`src/rtl/refill_pkg.sv`:
```
package refill_pkg;

  localparam int REG_AW = 3;
  localparam logic [REG_AW-1:0] REG_DESC   = 3'd0;
  localparam logic [REG_AW-1:0] REG_STAT   = 3'd1;
  localparam logic [REG_AW-1:0] REG_IRQ    = 3'd2;
  localparam logic [REG_AW-1:0] REG_IRQEN  = 3'd3;
  localparam logic [REG_AW-1:0] REG_HWINFO = 3'd4;

  localparam int IRQ_W    = 8;
  localparam int IRQ_FILL = 0;
  localparam int IRQ_LAST = 1;
  localparam int IRQ_RECT = 2;
  localparam int IRQ_DMIS = 3;
  localparam int IRQ_AMIS = 4;

  localparam int DESC_WORDS = 5;
  localparam int NUM_ENG    = 1;

  typedef enum logic [2:0] {
    S_IDLE, S_DREQ, S_DWAIT, S_CHECK, S_EREQ, S_EWAIT, S_DEND, S_DRAIN
  } walkState_t;

  typedef struct packed {
    logic kick;
    logic capture;
    logic beginRect;
    logic stepSlot;
    logic followNext;
    logic selEnt;
  } dpCmd_t;

  typedef struct packed {
    logic kickZero;
    logic kickMis;
    logic lastWord;
    logic rectBad;
    logic nextMis;
    logic dataMis;
    logic nextZero;
    logic startSet;
    logic lastSlot;
  } dpFlag_t;

endpackage

```
`src/rtl/refill_dpath.sv`:
```
module refill_dpath
  import refill_pkg::*;
#(
  parameter int X_W     = 8,
  parameter int Y_W     = 8,
  parameter int NUM_LUT = 2,
  parameter int LUT_W   = 1
) (
  input  logic             clk,
  input  logic             rstN,
  input  dpCmd_t           cmd,
  input  logic [31:0]      kickAddr,
  input  logic [31:0]      memRdData,
  output logic [31:0]      memAddr,
  output logic [X_W-1:0]   lutX,
  output logic [Y_W-1:0]   lutY,
  output logic [LUT_W-1:0] lutId,
  output dpFlag_t          flg
);

  localparam logic [16:0] X_LIM = 17'(1 << X_W);
  localparam logic [16:0] Y_LIM = 17'(1 << Y_W);

  logic [31:0] curDesc, nextPtr, dataPtr, entPtr;
  logic [2:0]  wordIdx;
  logic [15:0] c0x, c0y, c1x, c1y, xCur, yCur;
  logic        startBit;
  logic [7:0]  lutField;

  always_ff @(posedge clk) begin
    if (!rstN) begin
      curDesc  <= '0;
      nextPtr  <= '0;
      dataPtr  <= '0;
      entPtr   <= '0;
      wordIdx  <= '0;
      c0x      <= '0;
      c0y      <= '0;
      c1x      <= '0;
      c1y      <= '0;
      xCur     <= '0;
      yCur     <= '0;
      startBit <= 1'b0;
      lutField <= '0;
    end else begin
      if (cmd.kick) begin
        curDesc <= kickAddr;
        wordIdx <= '0;
      end
      if (cmd.capture) begin
        case (wordIdx)
          3'd0: nextPtr <= memRdData;
          3'd1: {c0y, c0x} <= memRdData;
          3'd2: {c1y, c1x} <= memRdData;
          3'd3: begin
            startBit <= memRdData[0];
            lutField <= memRdData[15:8];
          end
          default: dataPtr <= memRdData;
        endcase
        wordIdx <= wordIdx + 3'd1;
      end
      if (cmd.beginRect) begin
        xCur   <= c0x;
        yCur   <= c0y;
        entPtr <= dataPtr;
      end
      if (cmd.stepSlot) begin
        if (xCur == c1x) begin
          xCur <= c0x;
          yCur <= yCur + 16'd1;
        end else begin
          xCur <= xCur + 16'd1;
        end
        entPtr <= entPtr + 32'd4;
      end
      if (cmd.followNext) begin
        curDesc <= nextPtr;
        wordIdx <= '0;
      end
    end
  end

  always_comb begin
    flg.kickZero = (kickAddr == 32'd0);
    flg.kickMis  = (kickAddr[3:0] != 4'd0);
    flg.lastWord = (wordIdx == 3'(DESC_WORDS - 1));
    flg.rectBad  = (c1x < c0x) || (c1y < c0y) ||
                   ({1'b0, c1x} >= X_LIM) || ({1'b0, c1y} >= Y_LIM) ||
                   (32'(lutField) >= 32'(NUM_LUT));
    flg.nextMis  = (nextPtr[3:0] != 4'd0);
    flg.dataMis  = (dataPtr[3:0] != 4'd0);
    flg.nextZero = (nextPtr == 32'd0);
    flg.startSet = startBit;
    flg.lastSlot = (xCur == c1x) && (yCur == c1y);
  end

  assign memAddr = cmd.selEnt ? entPtr : (curDesc + {27'd0, wordIdx, 2'b00});
  assign lutX    = xCur[X_W-1:0];
  assign lutY    = yCur[Y_W-1:0];
  assign lutId   = lutField[LUT_W-1:0];

  // the sweep never steps beyond the last corner of the rectangle
  a_r4_step_inside: assert property (@(posedge clk) disable iff (!rstN)
    cmd.stepSlot |-> (!((xCur == c1x) && (yCur == c1y)) && xCur <= c1x && yCur <= c1y));

endmodule

```
`src/rtl/refill_ctrl.sv`:
```
module refill_ctrl
  import refill_pkg::*;
(
  input  logic             clk,
  input  logic             rstN,
  input  logic             descWr,
  input  logic             memRdValid,
  input  dpFlag_t          flg,
  output dpCmd_t           cmd,
  output logic             memRdEn,
  output logic             lutWrEn,
  output logic             stReady,
  output logic             stValid,
  output logic             stDone,
  output logic             stErr,
  output logic [IRQ_W-1:0] irqSet
);

  walkState_t state, nxt;
  logic setErr, setOk, clrFlags, abort, rdPending;

  always_comb begin
    nxt      = state;
    cmd      = '0;
    memRdEn  = 1'b0;
    lutWrEn  = 1'b0;
    irqSet   = '0;
    setErr   = 1'b0;
    setOk    = 1'b0;
    clrFlags = 1'b0;
    abort    = descWr && flg.kickZero && (state != S_IDLE);
    case (state)
      S_IDLE: begin
        if (descWr) begin
          if (flg.kickZero) begin
            clrFlags = 1'b1;
          end else if (flg.kickMis) begin
            setErr           = 1'b1;
            irqSet[IRQ_DMIS] = 1'b1;
          end else begin
            clrFlags = 1'b1;
            cmd.kick = 1'b1;
            nxt      = S_DREQ;
          end
        end
      end
      S_DREQ: begin
        memRdEn = 1'b1;
        nxt     = S_DWAIT;
      end
      S_DWAIT: begin
        if (memRdValid) begin
          cmd.capture = 1'b1;
          nxt = flg.lastWord ? S_CHECK : S_DREQ;
        end
      end
      S_CHECK: begin
        if (flg.rectBad || flg.nextMis || flg.dataMis) begin
          setErr           = 1'b1;
          irqSet[IRQ_RECT] = flg.rectBad;
          irqSet[IRQ_DMIS] = flg.nextMis;
          irqSet[IRQ_AMIS] = flg.dataMis;
          nxt              = S_IDLE;
        end else if (flg.startSet) begin
          cmd.beginRect = 1'b1;
          nxt           = S_EREQ;
        end else begin
          nxt = S_DEND;
        end
      end
      S_EREQ: begin
        memRdEn    = 1'b1;
        cmd.selEnt = 1'b1;
        nxt        = S_EWAIT;
      end
      S_EWAIT: begin
        cmd.selEnt = 1'b1;
        if (memRdValid) begin
          lutWrEn = 1'b1;
          if (flg.lastSlot) nxt = S_DEND;
          else begin
            cmd.stepSlot = 1'b1;
            nxt          = S_EREQ;
          end
        end
      end
      S_DEND: begin
        irqSet[IRQ_FILL] = 1'b1;
        if (flg.nextZero) begin
          irqSet[IRQ_LAST] = 1'b1;
          setOk            = 1'b1;
          nxt              = S_IDLE;
        end else begin
          cmd.followNext = 1'b1;
          nxt            = S_DREQ;
        end
      end
      S_DRAIN: begin
        if (memRdValid) nxt = S_IDLE;
      end
      default: nxt = S_IDLE;
    endcase
    if (abort) begin
      cmd      = '0;
      memRdEn  = 1'b0;
      lutWrEn  = 1'b0;
      irqSet   = '0;
      setErr   = 1'b0;
      setOk    = 1'b0;
      clrFlags = 1'b1;
      nxt = ((state == S_DWAIT || state == S_EWAIT || state == S_DRAIN) && !memRdValid)
            ? S_DRAIN : S_IDLE;
    end
  end

  always_ff @(posedge clk) begin
    if (!rstN) begin
      state     <= S_IDLE;
      stValid   <= 1'b0;
      stDone    <= 1'b0;
      stErr     <= 1'b0;
      rdPending <= 1'b0;
    end else begin
      state <= nxt;
      if (clrFlags) begin
        stValid <= 1'b0;
        stDone  <= 1'b0;
        stErr   <= 1'b0;
      end
      if (setErr) begin
        stErr   <= 1'b1;
        stValid <= 1'b0;
        stDone  <= 1'b0;
      end
      if (setOk) begin
        stValid <= 1'b1;
        stDone  <= 1'b1;
      end
      if (memRdEn) rdPending <= 1'b1;
      else if (memRdValid) rdPending <= 1'b0;
    end
  end

  assign stReady = (state == S_IDLE);

  // a new request only after the previous one was answered
  a_r13_single_read: assert property (@(posedge clk) disable iff (!rstN)
    memRdEn |-> !rdPending);

  // a cancel is never followed by a table write
  a_r12_no_write_after_cancel: assert property (@(posedge clk) disable iff (!rstN)
    (descWr && flg.kickZero) |=> !lutWrEn);

  // DONE only together with READY and VALID
  a_r6_done_with_ready: assert property (@(posedge clk) disable iff (!rstN)
    stDone |-> (stReady && stValid && !stErr));

  // ERROR excludes VALID and DONE
  a_r9_error_excludes_done: assert property (@(posedge clk) disable iff (!rstN)
    stErr |-> (!stValid && !stDone));

endmodule

```
`src/rtl/refill_engine.sv`:
```
module refill_engine
  import refill_pkg::*;
#(
  parameter int X_W     = 8,
  parameter int Y_W     = 8,
  parameter int NUM_LUT = 2,
  localparam int LUT_W  = (NUM_LUT > 1) ? $clog2(NUM_LUT) : 1
) (
  input  logic              clk,
  input  logic              rstN,
  input  logic              regWrEn,
  input  logic [REG_AW-1:0] regWrAddr,
  input  logic [31:0]       regWrData,
  input  logic [REG_AW-1:0] regRdAddr,
  output logic [31:0]       regRdData,
  output logic              memRdEn,
  output logic [31:0]       memAddr,
  input  logic              memRdValid,
  input  logic [31:0]       memRdData,
  output logic              lutWrEn,
  output logic [LUT_W-1:0]  lutId,
  output logic [X_W-1:0]    lutX,
  output logic [Y_W-1:0]    lutY,
  output logic [31:0]       lutData,
  output logic              irq
);

  localparam logic [31:0] HW_INFO = {3'd0, 5'(NUM_ENG), 3'd0, 5'(NUM_LUT), 16'd0};

  dpCmd_t           cmd;
  dpFlag_t          flg;
  logic             descWr, stReady, stValid, stDone, stErr;
  logic [IRQ_W-1:0] irqSet, irqClr, irqStat, irqEn;

  assign descWr = regWrEn && (regWrAddr == REG_DESC);

  refill_ctrl u_ctrl (
    .clk        (clk),
    .rstN       (rstN),
    .descWr     (descWr),
    .memRdValid (memRdValid),
    .flg        (flg),
    .cmd        (cmd),
    .memRdEn    (memRdEn),
    .lutWrEn    (lutWrEn),
    .stReady    (stReady),
    .stValid    (stValid),
    .stDone     (stDone),
    .stErr      (stErr),
    .irqSet     (irqSet)
  );

  refill_dpath #(
    .X_W     (X_W),
    .Y_W     (Y_W),
    .NUM_LUT (NUM_LUT),
    .LUT_W   (LUT_W)
  ) u_dpath (
    .clk       (clk),
    .rstN      (rstN),
    .cmd       (cmd),
    .kickAddr  (regWrData),
    .memRdData (memRdData),
    .memAddr   (memAddr),
    .lutX      (lutX),
    .lutY      (lutY),
    .lutId     (lutId),
    .flg       (flg)
  );

  assign lutData = memRdData;
  assign irqClr  = (regWrEn && regWrAddr == REG_IRQ) ? regWrData[IRQ_W-1:0] : '0;

  always_ff @(posedge clk) begin
    if (!rstN) begin
      irqStat <= '0;
      irqEn   <= '0;
    end else begin
      irqStat <= (irqStat & ~irqClr) | irqSet;
      if (regWrEn && regWrAddr == REG_IRQEN) irqEn <= regWrData[IRQ_W-1:0];
    end
  end

  assign irq = |(irqStat & irqEn);

  always_comb begin
    case (regRdAddr)
      REG_STAT:   regRdData = {28'd0, stErr, stDone, stValid, stReady};
      REG_IRQ:    regRdData = {24'd0, irqStat};
      REG_IRQEN:  regRdData = {24'd0, irqEn};
      REG_HWINFO: regRdData = HW_INFO;
      default:    regRdData = '0;
    endcase
  end

  // a completion set survives a same-cycle clear
  a_r7_last_set_wins: assert property (@(posedge clk) disable iff (!rstN)
    irqSet[IRQ_LAST] |=> irqStat[IRQ_LAST]);

  // no new walk starts while one is active
  a_r11_busy_no_kick: assert property (@(posedge clk) disable iff (!rstN)
    (!stReady && descWr) |-> !cmd.kick);

endmodule

```
`config.mk`:
```
export PLATFORM = sky130hd
export DESIGN_NAME = refill_engine
export DESIGN_NICKNAME = d
export VERILOG_FILES = /design/src/rtl/refill_pkg.sv /design/src/rtl/refill_dpath.sv /design/src/rtl/refill_ctrl.sv /design/src/rtl/refill_engine.sv
export SDC_FILE = /design/constraint.sdc
export NUM_CORES = 1
export LEC_CHECK = 0
export CAP_MARGIN = 30
export CORE_ASPECT_RATIO = 1.1
export CORE_MARGIN = 1.5
export CORE_UTILIZATION = 55
export CTS_CLUSTER_SIZE = 16
export DETAILED_ROUTE_END_ITERATION = 12
export PLACE_DENSITY = 0.82
export SLEW_MARGIN = 10
export SYNTH_ARGS = -nofsm -noshare
export SYNTH_HDL_FRONTEND = slang
export SYNTH_SLANG_ARGS = --single-unit
```
`constraint.sdc`:
```
create_clock -name clk -period 3.5 [get_ports clk]
set_input_delay 0.7 -clock clk [delete_from_list [all_inputs] [get_ports clk]]
set_output_delay 0.7 -clock clk [all_outputs]
set_load 0.05 [all_outputs]
```
==> run summary, run 1 <==
Core ar.: 25300 µm²
Seq/Total Area, Yosys: 36.5%
Internal reg-to-reg setup slack: 0.24 ns
Pwr dens: 346 nW/µm²
F_max: 0.259 GHz
Drt drc: 0
Pre-CTS setup slack: -0.256 ns
Die span in x: 156 µm
Slew Viols, Final: 0
Worst slew margin: 44.1%
Clock power share: 46.2%
Syn Inst Count: 1822
Vias in the first global route: 13700
Avg Synthesized Cell Area: 7.75 µm²
Unrepaired setup endpoints after global routing: true
Post-synthesis mux area share: 6.13%
WP buf/inv: 2
Total Nets Final: 2119
H-Tree Depth: 1
Layout Cells excl Fill: 2371
Worst R2R End: u_dpath.entPtr[25]$_SDFFE_PN0P_
CP top delay family: simple AND/OR/NAND/NOR gates
Area of the multi-input gates: 8150 µm²
Worst Path Required: 2.80 ns
# setup viols final: 19
Stages on worst setup path: 11
Seq pwr share: 46.3%
Post-synthesis adder-cell area fraction: 3.78%
Routed WL: 46700 µm
HP Class: flip-flop to flip-flop
Post-synth EDFFs: 0
Layout cells sized above 1: 18.1%
Compound-Gate Fraction of Synth Area: 17.0%
Largest net degree at the start of global routing: 69
Status: finished, violations left
Synthesized area: 14100 µm²
IO Port Bufs: 167
Register area: 5150 µm²
Final worst path period need: 3.86 ns
Gate power share: 7.4%
Clock skew: 0.0127 ns
Primary FF master, synth: dfxtp_1
Initial antenna violation count: 1
Most common cell after layout, fill and taps aside: nand2_1
Xor and xnor area share after synthesis: 3.79%
Tot Pwr: 6.33 mW
Reg2reg start: u_dpath.c0y[13]$_SDFFE_PN0P_
WS Path Type: flip-flop to output port
Root Buffer: clkbuf_16
Setup WS post-layout: -0.358 ns
Placed Cells incl. Taps: 2301
Worst setup startpoint: u_dpath.wordIdx[0]$_SDFFE_PP0P_
Hold_buf cts: 0
Drt wl/cell: 19.7 µm
Startpoint Class: flip-flop
DR pass1 iterations: 6
Reg2reg path depth: 10
Post-synthesis simple-gate area fraction: 24.0%
CTS tree: done
Distinct cells, synth: 71
Tot GR Track Use: 33.2%
Worst-path clk slew: 0.06 ns
Critical path arrival: 3.16 ns
WHS: 0.457 ns
Seq cells post-synth: 257
Area grow syn2layout: 29.4%
Global-route wire length before repair: 70800 µm
Critical Path Sink: memAddr[30]
DIE HEIGHT: 171 µm
Internal power: 4.83 mW
Via Count: 14500
Cell row count: 61
Max Cap Viol: 0
FILL cells: 1838
Worst path cell trace: ha_4, inv_2, fa_2, nand2b_4, a2111o_1, or2_4, nor2_4, nand4_1, xor2_1, a21oi_2, buf_12
Critical Path Slowest Stage Cell: a2111o_1
Failing checks: setup timing
Most frequent cells in the layout: nand2_1 (385), dfxtp_1 (252), a21oi_1 (224), buf_4 (131), nor2_1 (108)
Final cycle utilization of the critical path: 110%
Ys async rst share: 0%
Worst-Margin Slew: 0.831 ns
Critical path's largest stage delay: 0.47 ns
Sw Ratio: 23.6%
Post-route setup TNS: -1.91 ns
Initial DRC count: 1367
Clk Latency, worst-skew pair: 0.54 ns
Largest family of logic cells by synthesized area: simple AND/OR/NAND/NOR gates
Net Switching: 1.50 mW
ANT nets after route: 0
CTS max path bufs: 3
Yosys warnings: 0
Total gr overflow: 0
I/O pins: 190
Endpoints failing hold: 0
Starting density of the core: 55.9%
Post-DP HPWL: 32400 µm
Final GP Congestion: 0.939
Die area: 26600 µm²
Static Leakage: 6.98 nW
Peak VDD IR: 0.415 mV
CTS Buf Count: 27
Clock sink count: 257
Vias per cell: 6.12
CP Max Fanout: 2
Crit. End Element: output port
==> per-layer routing <==
layer | part of all wire, % | GRT usage (%) | up-vias
met5 | 0 | 0 | -
met4 | 6.7 | 19.9 | 0
met3 | 6.9 | 4.36 | 213
met2 | 49 | 58.0 | 759
met1 | 37 | 39.0 | 6905
li1 | - | - | 6635
==> how the worst min path moves through the flow <==
stage / start / to / depth (start not counted)
finish: irqStat[6]$_SDFF_PN0_ / irqStat[6]$_SDFF_PN0_ / 2
global route: u_dpath.dataPtr[29]$_SDFFE_PN0P_ / u_dpath.dataPtr[29]$_SDFFE_PN0P_ / 2
CTS: irqStat[6]$_SDFF_PN0_ / irqStat[6]$_SDFF_PN0_ / 2
detailed placement: irqStat[6]$_SDFF_PN0_ / irqStat[6]$_SDFF_PN0_ / 2
global placement: u_dpath.lutField[5]$_SDFFE_PN0P_ / u_dpath.lutField[5]$_SDFFE_PN0P_ / 2
floorplan: irqStat[7]$_SDFF_PN0_ / irqStat[7]$_SDFF_PN0_ / 2
==> layout make-up <==
| cell class | count | area share (%) |
|---|---|---|
| Multi-Input combinational cell | 1345 | 44.6 |
| Sequential cell | 257 | 28.2 |
| Timing Repair Buffer | 315 | 18.6 |
| Clock buffer | 43 | 4.68 |
| Tap cell | 346 | 2.37 |
| Inverter | 57 | 1.20 |
| Clock inverter | 6 | 0.322 |
| Antenna cell | 2 | 0.0274 |
==> state kept, by name, indices dropped and copies added (netlist names), 8 cells and up <==
| name | cells |
|---|---|
| u_dpath.curDesc | 32 |
| u_dpath.xCur | 16 |
| u_dpath.dataPtr | 32 |
| u_dpath.yCur | 16 |
| u_dpath.c1x | 16 |
| u_dpath.c0y | 16 |
| irqStat | 8 |
| irqEn | 8 |
| u_dpath.c1y | 16 |
| u_dpath.nextPtr | 32 |
| u_dpath.c0x | 16 |
| u_dpath.lutField | 8 |
| u_dpath.entPtr | 32 |
==> per-stage QoR <==
step	utilization [%]	area, µm²
2_1_floorplan	-	14300
4_1_cts	71.2	18000
3_3_place_gp	66.6	16800
3_5_place_dp	66.6	16800
6_report	72.3	18300
5_1_grt	72.3	18300
==> worst reg2reg max path, delay by kind of cell, from the launching register on <==
kind	cells	cell delay, ns
buffers and inverters	2	0.46
AO/OA/AOI/OAI	3	0.70
adder cells (fa/ha/maj)	1	0.30
flip-flops	1	0.37
AND/OR/NAND/NOR	4	1.31
==> logic make-up (layout without fill, tap and decap cells) <==
group / count (synthesis) / count (layout)
buffers and inverters: 241 / 421
XOR/XNOR: 61 / 61
AO/OA/AOI/OAI: 395 / 395
flip-flops: 257 / 257
other: 1 / 24
adder cells (fa/ha/maj): 42 / 42
AND/OR/NAND/NOR: 744 / 744
multiplexers: 81 / 81
==> power groups by stage <==
stage               registers (mW)  clock network [mW]  logic (mW)
floorplan                     3.00                   0       0.248
global placement              3.00                   0       0.454
detailed placement            3.00                   0       0.456
CTS                           2.93                2.93       0.459
global route                  2.93                3.06       0.486
finish                        2.93                2.93       0.471
==> Yosys cell counts, drive strengths merged (7+ instances only) <==
cell type	count	area, µm²
nand2	386	1450
dfxtp	257	5140
a21oi	248	1240
nor2	116	443
buf	110	761
clkbuf	74	278
inv	57	214
nand3	50	250
mux2	44	495
ha	41	513
xor2	41	359
nor4	40	263
mux2i	37	370
nand4	31	194
nor3	27	140
and3	26	168
a22oi	23	173
xnor2	20	175
o211ai	18	135
a31oi	17	113
or3	17	111
o21ai	14	70.1
o22ai	12	75.1
nand2b	10	70.1
o32ai	10	87.6
and2	9	56.3
and4	9	78.8
a32oi	7	61.3
nor2b	7	43.8
==> what timing repair did <==
item / CTS / global route
resized for setup: 52 / 45
pin swaps: 17 / 13
setup endpoints to repair: 32 / 32
setup buffers: 7 / 12
gates cloned: 2 / 0
No activity file was read; power rests on OpenSTA's default activity.
==> inputs of run 2 (changes only) <==
--- a/config.mk
+++ b/config.mk
@@ -11,6 +11,7 @@
 export CORE_UTILIZATION = 55
 export CTS_CLUSTER_SIZE = 16
 export DETAILED_ROUTE_END_ITERATION = 12
+export GPL_ROUTABILITY_DRIVEN = 0
 export PLACE_DENSITY = 0.82
 export SLEW_MARGIN = 10
 export SYNTH_ARGS = -nofsm -noshare
==> run 2 against run 1 <==
Net effect: the flow still finishes with violations (setup timing); critical path depth is the same; power increased by 0.66%; global-route usage fell by 0.55 points; via count fell by 1.5%; first-iteration DRC count down 2.6%; flip-flop and latch count is the same; combinational power decreased by 1%; routed wire length fell by 4.3%; core utilization is 1.1 points lower; worst hold slack better by 0.0019 ns; sequential share of layout area up 0.41 points; sequential power is essentially flat.
==> run summary, run 2 (synthesized netlist as in run 1, its figures left out) <==
Starting density of the core: 55.9% (unchanged)
N_diodes: 0 (-2)
Internal reg-to-reg setup slack: 0.42 ns (+0.18 ns)
Total gr overflow: 0 (unchanged)
Tot GR Track Use: 32.7% (-0.55 points)
WS Path Type: flip-flop to output port
Placed Cells incl. Taps: 2296 (-0.22%)
Max Cap Viol: 0 (unchanged)
Most common cell after layout, fill and taps aside: nand2_1
CTS Buf Count: 27 (unchanged)
Vias in the first global route: 13600 (-0.97%)
Static Leakage: 6.84 nW (-2.1%)
Via Count: 14300 (-1.5%)
Crit. End Element: output port
WHS Path Cells: 2 (unchanged)
Post-DP HPWL: 31700 µm (-2.0%)
Pwr dens: 354 nW/µm² (+2.2%)
Worst R2R End: u_dpath.entPtr[13]$_SDFFE_PN0P_
WP buf/inv: 3 (+1)
Clk Latency, worst-skew pair: 0.55 ns (about the same)
Top routing layer in use: met4
Met1 Wirelength: 17100 µm (-1.3%)
I/O pins: 190 (unchanged)
Area grow syn2layout: 27.5%
Reg2reg start: u_dpath.c0y[14]$_SDFFE_PN0P_
Root Buffer: clkbuf_16
Slew Viols, Final: 0 (unchanged)
Die area: 26600 µm² (unchanged)
Initial antenna violation count: 0 (-1)
CTS tree: done
Clock sink count: 257 (unchanged)
# setup viols final: 10 (-9)
Vias per cell: 6.07 (-0.83%)
IO Port Bufs: 167 (unchanged)
Total Nets Final: 2105 (-0.66%)
Global-route wire length before repair: 70000 µm (-1.1%)
CP Max Fanout: 3 (+1)
Worst-path clk slew: 0.06 ns (about the same)
Worst slew margin: 51.3% (+7.2 points)
WHS Endpoint: u_dpath.dataPtr[4]$_SDFFE_PN0P_
Failing checks: setup timing
Largest net degree at the start of global routing: 76 (+10%)
Worst path cell trace: ha_4, inv_2, fa_2, nand2b_4, a2111o_1, or2_4, buf_4, nor2_4, xnor2_2, a21oi_2, buf_12
Final cycle utilization of the critical path: 107% (-3.3 points)
DR pass1 iterations: 5 (-1)
HP Class: flip-flop to flip-flop
Drt drc: 0 (unchanged)
Endpoints failing hold: 0 (unchanged)
Critical Path Slowest Stage Cell: a2111o_1
Worst min-delay path startpoint: u_dpath.dataPtr[4]$_SDFFE_PN0P_
CTS max path bufs: 3 (unchanged)
Critical path's largest stage delay: 0.43 ns (-0.04 ns)
ANT nets after route: 0 (unchanged)
CP top delay family: compound AO/OA/AOI/OAI gates
Met3 routed WL: 3370 µm (+4.2%)
DIE HEIGHT: 171 µm (unchanged)
Setup WS post-layout: -0.243 ns (+0.115 ns)
Unrepaired setup endpoints after global routing: true
Reg2reg path depth: 10 (unchanged)
Peak VDD IR: 0.322 mV (-22%)
Final worst path period need: 3.74 ns (-0.115 ns)
Worst setup startpoint: u_dpath.curDesc[2]$_SDFFE_PN0P_
Most frequent cells in the layout: nand2_1 (385), dfxtp_1 (253), a21oi_1 (226), buf_4 (123), nor2_1 (108)
Worst-Margin Slew: 0.723 ns (-0.108 ns)
Cell row count: 61 (unchanged)
Layout Cells excl Fill: 2355 (-0.67%)
Clock skew: 0.0150 ns (+0.00226 ns)
Die span in x: 156 µm (unchanged)
H-Tree Depth: 1 (unchanged)
Critical path arrival: 3.04 ns (-0.12 ns)
Initial DRC count: 1332 (-2.6%)
Met2 Wirelength: 21900 µm (-4.5%)
Core ar.: 25300 µm² (unchanged)
Drt wl/cell: 19.0 µm (-3.7%)
Worst Path Required: 2.80 ns (about the same)
Post-route setup TNS: -1.64 ns (+0.271 ns)
Status: finished, violations left
Routed WL: 44600 µm (-4.3%)
F_max: 0.267 GHz (+3.1%)
Layout cells sized above 1: 16.9% (-1.2 points)
Startpoint Class: flip-flop
## run 2: cell count changes in the layout (fill, tap and decap cells not counted), moves of 4 or more
cell             delta
dlygate4sd2_1       +9
xnor2_2             -6
clkdlybuf4s50_1     -6
buf_8               -4
clkinv_2            +6
xnor2_1             +6
buf_4               -8
clkbuf_8            -7
## run 2: stage by stage
step	total power, mW	cell area [µm²]	worst slack [ns]	hold slack, ns	util (%)
final	6.37	18000	-0.243	0.459	71.2
after global routing	6.51	18000	-0.304	0.470	71.2
after CTS	6.38	17900	-0.193	0.456	70.9
after detailed placement	3.45	16800	-0.184	0.448	66.4
after global placement	3.45	16800	-0.0754	0.441	66.4
after floorplan	3.24	14300	-0.169	0.424	-
## run 2: per-layer routing
metal  vias up  track usage, %
met1      6807            38.8
met4         0            16.1
met2       714            57.6
met3       167            4.96
li1       6607               -
met5         -               0
## run 2: worst reg2reg max path, cell delays in order (launching register included)
cell and delay (ns):
dfxtp_1 0.38, inv_1 0.06, ha_1 0.30, nand4_1 0.16, or2_2 0.36, a2111oi_1 0.43, or4_1 0.34, nand4_1 0.32
buf_4 0.34, o211ai_1 0.14, a31oi_1 0.13
## run 2: how the worst max path moves through the flow
stage | end | slack [ns] | depth (start not counted)
final | memAddr[26] | -0.24 | 11
after global routing | memAddr[30] | -0.30 | 11
after CTS | memAddr[30] | -0.19 | 11
after detailed placement | memAddr[8] | -0.18 | 12
after global placement | memAddr[2] | -0.08 | 10
after floorplan | memAddr[5] | -0.17 | 9
## run 2: final cells by class
cell class | count | area (µm²)
Multi-Input combinational cell | 1345 | 8060
Fill cell | 1905 | 7260
Clock buffer | 35 | 756
Tap cell | 346 | 433
Timing Repair Buffer | 301 | 3220
Sequential cell | 257 | 5150
Inverter | 57 | 219
Clock inverter | 14 | 160
## run 2: what timing repair did
item | 4_1_cts | 5_1_grt
endpoints found under the setup margin | 32 | 32
pin swaps | 10 | 6
gates resized for setup | 51 | 26
gates cloned | 1 | 0
setup buffers | 8 | 1
hold buffers | 0 | 0
## run 2: power breakdown
part	internal (mW)	switching [mW]	leakage, nW
Sequential	2.93	0.00314	2.07
Clock	1.75	1.23	0.464
Combinational	0.162	0.302	4.30
Total	4.84	1.53	6.84
